<file path="src/rtl/pec_pkg.sv">
package pec_pkg;
  localparam int ADDR_W    = 3;
  localparam int NMI_BIT   = 1;
  localparam int CAP_BASE  = 2;
  localparam int CAP_COUNT = 3;
  localparam int SER_BIT   = 5;

  typedef enum logic [ADDR_W-1:0] {
    A_PINS = 3'd0,
    A_PEND = 3'd1,
    A_EN   = 3'd2,
    A_POL  = 3'd3,
    A_ACK  = 3'd4,
    A_CAP0 = 3'd5,
    A_CAP1 = 3'd6,
    A_CAP2 = 3'd7
  } reg_addr_e;
endpackage

</file>
<file path="src/rtl/pin_sync.sv">
module pin_sync #(
  parameter int W      = 8,
  parameter int STAGES = 2
) (
  input  logic         clk,
  input  logic         rst,
  input  logic [W-1:0] din,
  output logic [W-1:0] dout
);
  logic [STAGES-1:0][W-1:0] stg;

  always_ff @(posedge clk) begin
    if (rst) begin
      stg <= '0;
    end else begin
      stg[0] <= din;
      for (int i = 1; i < STAGES; i++) stg[i] <= stg[i-1];
    end
  end

  assign dout = stg[STAGES-1];
endmodule

</file>
<file path="src/rtl/edge_qualify.sv">
module edge_qualify #(
  parameter int W    = 8,
  parameter int NCAP = 3,
  parameter int BASE = 2,
  parameter int NMI  = 1
) (
  input  logic            clk,
  input  logic            rst,
  input  logic [W-1:0]    pin_s,
  input  logic [NCAP-1:0] en,
  input  logic [NCAP-1:0] pol,
  output logic [W-1:0]    pin_prev,
  output logic            nmi_evt,
  output logic [NCAP-1:0] cap_evt
);
  logic [W-1:0] rise, fall;

  always_ff @(posedge clk) begin
    if (rst) pin_prev <= '0;
    else     pin_prev <= pin_s;
  end

  assign rise    = pin_s & ~pin_prev;
  assign fall    = ~pin_s & pin_prev;
  assign nmi_evt = rise[NMI];

  for (genvar k = 0; k < NCAP; k++) begin : g_src
    assign cap_evt[k] = en[k] & (pol[k] ? rise[BASE+k] : fall[BASE+k]);
  end
endmodule

</file>
<file path="src/rtl/capture_bank.sv">
module capture_bank #(
  parameter int NCAP = 3,
  parameter int TW   = 16
) (
  input  logic                     clk,
  input  logic                     rst,
  input  logic [NCAP-1:0]          evt,
  input  logic [TW-1:0]            timer,
  output logic [NCAP-1:0][TW-1:0]  cap
);
  for (genvar k = 0; k < NCAP; k++) begin : g_cap
    logic [TW-1:0] r;
    always_ff @(posedge clk) begin
      if (rst)         r <= '0;
      else if (evt[k]) r <= timer;
    end
    assign cap[k] = r;
  end
endmodule

</file>
<file path="src/rtl/pin_event_capture.sv">
module pin_event_capture
  import pec_pkg::*;
#(
  parameter int PORT_W      = 8,
  parameter int TMR_W       = 16,
  parameter int SYNC_STAGES = 2
) (
  input  logic              clk,
  input  logic              rst,
  input  logic [PORT_W-1:0] pins_i,
  input  logic [TMR_W-1:0]  timer_i,
  input  logic [ADDR_W-1:0] reg_addr,
  input  logic              wr_en,
  input  logic [PORT_W-1:0] wr_data,
  output logic [TMR_W-1:0]  rd_data,
  output logic              irq_o,
  output logic              ser_din_o
);
  logic [PORT_W-1:0]               pin_s, pin_prev;
  logic                            nmi_evt;
  logic [CAP_COUNT-1:0]            cap_evt;
  logic [CAP_COUNT-1:0]            en_q, pol_q;
  logic [CAP_COUNT-1:0][TMR_W-1:0] cap_q;
  logic [PORT_W-1:0]               pend_q, pend_d, set_vec, clr_vec;
  logic                            irq_q;
  logic [TMR_W-1:0]                rd_q, rd_d;
  reg_addr_e                       addr_e;

  assign addr_e = reg_addr_e'(reg_addr);

  pin_sync #(.W(PORT_W), .STAGES(SYNC_STAGES)) u_sync (
    .clk(clk), .rst(rst), .din(pins_i), .dout(pin_s)
  );

  edge_qualify #(.W(PORT_W), .NCAP(CAP_COUNT), .BASE(CAP_BASE), .NMI(NMI_BIT)) u_edge (
    .clk(clk), .rst(rst), .pin_s(pin_s), .en(en_q), .pol(pol_q),
    .pin_prev(pin_prev), .nmi_evt(nmi_evt), .cap_evt(cap_evt)
  );

  capture_bank #(.NCAP(CAP_COUNT), .TW(TMR_W)) u_cap (
    .clk(clk), .rst(rst), .evt(cap_evt), .timer(timer_i), .cap(cap_q)
  );

  always_comb begin
    set_vec          = '0;
    set_vec[NMI_BIT] = nmi_evt;
    for (int k = 0; k < CAP_COUNT; k++) set_vec[CAP_BASE+k] = cap_evt[k];
    clr_vec = (wr_en && addr_e == A_ACK) ? wr_data : '0;
    pend_d  = (pend_q & ~clr_vec) | set_vec;
  end

  always_comb begin
    rd_d = '0;
    case (addr_e)
      A_PINS: rd_d = TMR_W'(pin_s);
      A_PEND: rd_d = TMR_W'(pend_q);
      A_EN:   rd_d = TMR_W'(en_q) << CAP_BASE;
      A_POL:  rd_d = TMR_W'(pol_q) << CAP_BASE;
      A_CAP0: rd_d = cap_q[0];
      A_CAP1: rd_d = cap_q[1];
      A_CAP2: rd_d = cap_q[2];
      default: rd_d = '0;
    endcase
  end

  always_ff @(posedge clk) begin
    if (rst) begin
      en_q   <= '0;
      pol_q  <= '0;
      pend_q <= '0;
      irq_q  <= 1'b0;
      rd_q   <= '0;
    end else begin
      if (wr_en && addr_e == A_EN)  en_q  <= wr_data[CAP_BASE +: CAP_COUNT];
      if (wr_en && addr_e == A_POL) pol_q <= wr_data[CAP_BASE +: CAP_COUNT];
      pend_q <= pend_d;
      irq_q  <= pend_q[NMI_BIT] | (|(pend_q[CAP_BASE +: CAP_COUNT] & en_q));
      rd_q   <= rd_d;
    end
  end

  assign rd_data   = rd_q;
  assign irq_o     = irq_q;
  assign ser_din_o = pin_s[SER_BIT];
endmodule

</file>
<file path="config.mk">
export PLATFORM = sky130hd
export DESIGN_NAME = pin_event_capture
export DESIGN_NICKNAME = d
export VERILOG_FILES = /design/src/rtl/pec_pkg.sv /design/src/rtl/pin_sync.sv /design/src/rtl/edge_qualify.sv /design/src/rtl/capture_bank.sv /design/src/rtl/pin_event_capture.sv
export SDC_FILE = /design/constraint.sdc
export NUM_CORES = 1
export LEC_CHECK = 0
export ABC_AREA = 1
export BUFFER_PORTS_ARGS = -buffer_cell sky130_fd_sc_hd__buf_4
export CAP_MARGIN = 20
export CORE_ASPECT_RATIO = 1.4
export CORE_MARGIN = 2
export CORE_UTILIZATION = 50
export CTS_CLUSTER_DIAMETER = 40
export CTS_CLUSTER_SIZE = 24
export DETAILED_ROUTE_END_ITERATION = 16
export PLACE_DENSITY = 0.75
export SYNTH_ARGS = -nofsm -noshare
export SYNTH_HDL_FRONTEND = slang
export SYNTH_SLANG_ARGS = --single-unit
</file>
<file path="constraint.sdc">
create_clock -name clk -period 1.4 [get_ports clk]
set_input_delay 0.14 -clock clk [delete_from_list [all_inputs] [get_ports clk]]
set_output_delay 0.14 -clock clk [all_outputs]
set_load 0.1 [all_outputs]
</file>
==> impl_metrics.ini <==
[synth]
synth_compound_area_frac = 0.0948
ys_warn_count = 0
synth.area.mux_share = 0
syn-cell-area_um2 = 3870
ys_seq_area_frac = 0.512
syn-num-nets = 564
yosys-top-cells-area = dfxtp_1, nor2_1, o21ai_0
synthDominantCellAreaShare = 0.512
synth-simple-area-share = 0.302
synth.distinct_cells = 18
synth_top_family_by_area = simple AND/OR/NAND/NOR gates
ys_seq_elements = 99
synth-xor-area-share = 0
syn_inst = 526
synth_top_cell_by_area = dfxtp_1
synth_fa_ha_area_frac = 0
avgSynthCellArea_um2 = 7.35

[setup_path]
critPathKind = reg -> reg
r2r_setup_slack_ns = 0.11
start_kind = register
endpoint_kind = register
path_max_fanout = 16
arrival_ns = 1.55
r2r.worst_path.cells = 8
reg2reg_from = pol_q[1]
crit_chain = inv_1, nand3_1, nand2_1, nand2_1, clkinvlp_4, buf_12, nor2_1, nor2_1
critPathMaxStageDelay_ns = 0.37
crit_slowest_cell = dfxtp_1
rr_endpoint = u_cap.g_cap[1].r[9]
required_ns = 1.66

[routing]
drt_iter0_markers = 290
drc_errors = 0
drtPass1Iterations = 5
routedWlPerCell_um = 13.9
vias = 3587
ant_nets = 0
wirelength_um = 9620
avgViaCountPerCell = 5.18

[floorplanning]
design.die.area_um2 = 8460
initial_core_util = 0.522
fp.dieH_um = 108
io_pins = 56
die_w_um = 78.3
core_um2 = 7410
row_count = 37

[sta]
drv_slew = 0
setup_viol = 0
skew_ns = 0.00749
period_share = 0.923
tightest_slew_ns = 0.444
fmax_mhz = 774
slew-limit-headroom = 0.703
period_minus_slack_ns = 1.29
rsz0062_at_grt = false
hold_violations = 0
setup_tns_ns = 0

[cts]
numCtsBuffers = 9
clockBufferDepth = 2
insertion_delay_ns = 0.37
clkTransAtPathRegs_ns = 0.09
htreeDepth = 3
cts.sinks = 99
cts_root_buf = clkbuf_8
cts_tree = done

[cells_and_area]
antenna_cells = 0
fin_area_um2 = 4770
finalNetCount = 629
area_delta_synth_final_pct = 23.3
drive_gt1_frac = 0.173

[power_and_ir_drop]
p_per_area_nw_per_um2 = 1080
vdd_drop_max_mv = 0.765
p_leak_nw = 2.10

[grt]
antenna_found_initial = 0
grt_pass1_vias = 3492
grt_overflow = 0
grt_pass1_wl_um = 15700
grt_usage = 0.237
grt_start_max_net_pins = 67

[place]
dpl_cell_area_um2 = 4410
hpwl_um = 6470
io_buffers = 55
place.gp.congestion = 0.828

[worst_hold_path]
hp-class = in -> reg
min-delay-start = wr_data[4]
whs_path_depth = 3
whs_endpoint = en_q[2]

[outcome]
status = complete, no violations

[flow_run]
cap_violations = 0
-- report_power, final --
part           total [mW]  switching, mW  internal [mW]
clock network        1.84          0.967          0.874
registers            2.88         0.0219           2.86
logic               0.419          0.252          0.166
-- cells in the final DEF, fill, tap and decap left out, drive strengths merged --
cell,count
dfxtp,99
or2,1
inv,53
nor3,3
clkinv,2
dlygate4sd3,8
nor2,137
nand3,30
a31oi,1
nand4,36
o21ai,58
nand2,63
clkbuf,10
bufinv,1
buf,75
a21oi,14
clkinvlp,5
-- layer usage --
layer  share of wire  GRT usage  up-vias  wire (um)
met1            0.40      0.267     1639       3840
met2            0.53      0.426      110       5090
li1                -          -     1818          -
met4           0.026      0.115        0        248
met5               0          0        -          0
met3           0.046     0.0484       20        441
-- timing repair --
action	CTS	global route
hold buffers	8	0
endpoints found under the hold margin	8	0
setup buffers	1	2
endpoints found under the setup margin	1	22
resized for setup	1	3
-- cells in the mapped netlist --
| library cell | instances |
|---|---|
| nand3_1 | 30 |
| nand4_1 | 36 |
| o21ai_0 | 58 |
| a21oi_1 | 14 |
| or2_2 | 1 |
| nor3_2 | 1 |
| inv_2 | 4 |
| buf_2 | 10 |
| clkbuf_1 | 13 |
| dfxtp_1 | 99 |
| buf_4 | 6 |
| nor2_2 | 2 |
| a31oi_1 | 1 |
| nor2_1 | 135 |
| nand2_1 | 63 |
| nor3_4 | 1 |
| nor3_1 | 1 |
| inv_1 | 51 |
-- cells by family after synthesis --
family / after synthesis
AND/OR/NAND/NOR: 270
buffers and inverters: 84
AO/OA/AOI/OAI: 73
flip-flops: 99
-- worst max-delay path: cells and delay by family (launching register included) --
family	cells	cell delay, ns
DFF	1	0.37
buffers and inverters	3	0.37
and+or+nand+nor	5	0.44
-- layout make-up --
| cell class | count | area [um2] |
|---|---|---|
| Inverter | 55 | 218 |
| Sequential cell | 99 | 1980 |
| Tap cell | 97 | 121 |
| Timing Repair Buffer | 83 | 709 |
| Clock buffer | 10 | 138 |
| Clock inverter | 6 | 63.8 |
| Fill cell | 654 | 2640 |
| Multi-Input combinational cell | 343 | 1540 |
-- sequential cells by signal (all words and copies together), names as in the netlist --
signal / count
en_q: 3
irq_o: 1
pend_q: 8
pol_q: 3
rd_data: 16
u_cap.g_cap.r: 48
u_edge.pin_prev: 4
u_sync.dout: 8
u_sync.stg: 8
-- worst max-delay path by stage --
stage / start / to / slack, ns
2_1_floorplan: u_sync.dout[5] / rd_data[5] / 0.12
6_report: pol_q[1] / u_cap.g_cap[1].r[9] / 0.11
3_3_place_gp: pol_q[1] / u_cap.g_cap[1].r[7] / 0.1
5_1_grt: pol_q[1] / u_cap.g_cap[1].r[8] / 0.005
4_1_cts: pol_q[0] / u_cap.g_cap[0].r[13] / 0.07
3_5_place_dp: pol_q[1] / u_cap.g_cap[1].r[9] / 0.01
-- per-stage QoR --
| step | util | setup WS, ns | std cells | hold slack (ns) | total power [mW] |
|---|---|---|---|---|---|
| 2_1_floorplan | - | 0.117 | 526 | 0.247 | 3.16 |
| 3_3_place_gp | 0.595 | 0.0959 | 666 | 0.339 | 3.33 |
| 3_5_place_dp | 0.595 | 0.0109 | 666 | 0.348 | 3.34 |
| 4_1_cts | 0.637 | 0.0673 | 691 | 0.0300 | 5.17 |
| 5_1_grt | 0.644 | 0.00528 | 693 | 0.0373 | 5.32 |
| 6_report | 0.644 | 0.108 | 693 | 0.0395 | 5.14 |
Note: power is estimated with default switching activity, not from simulation.
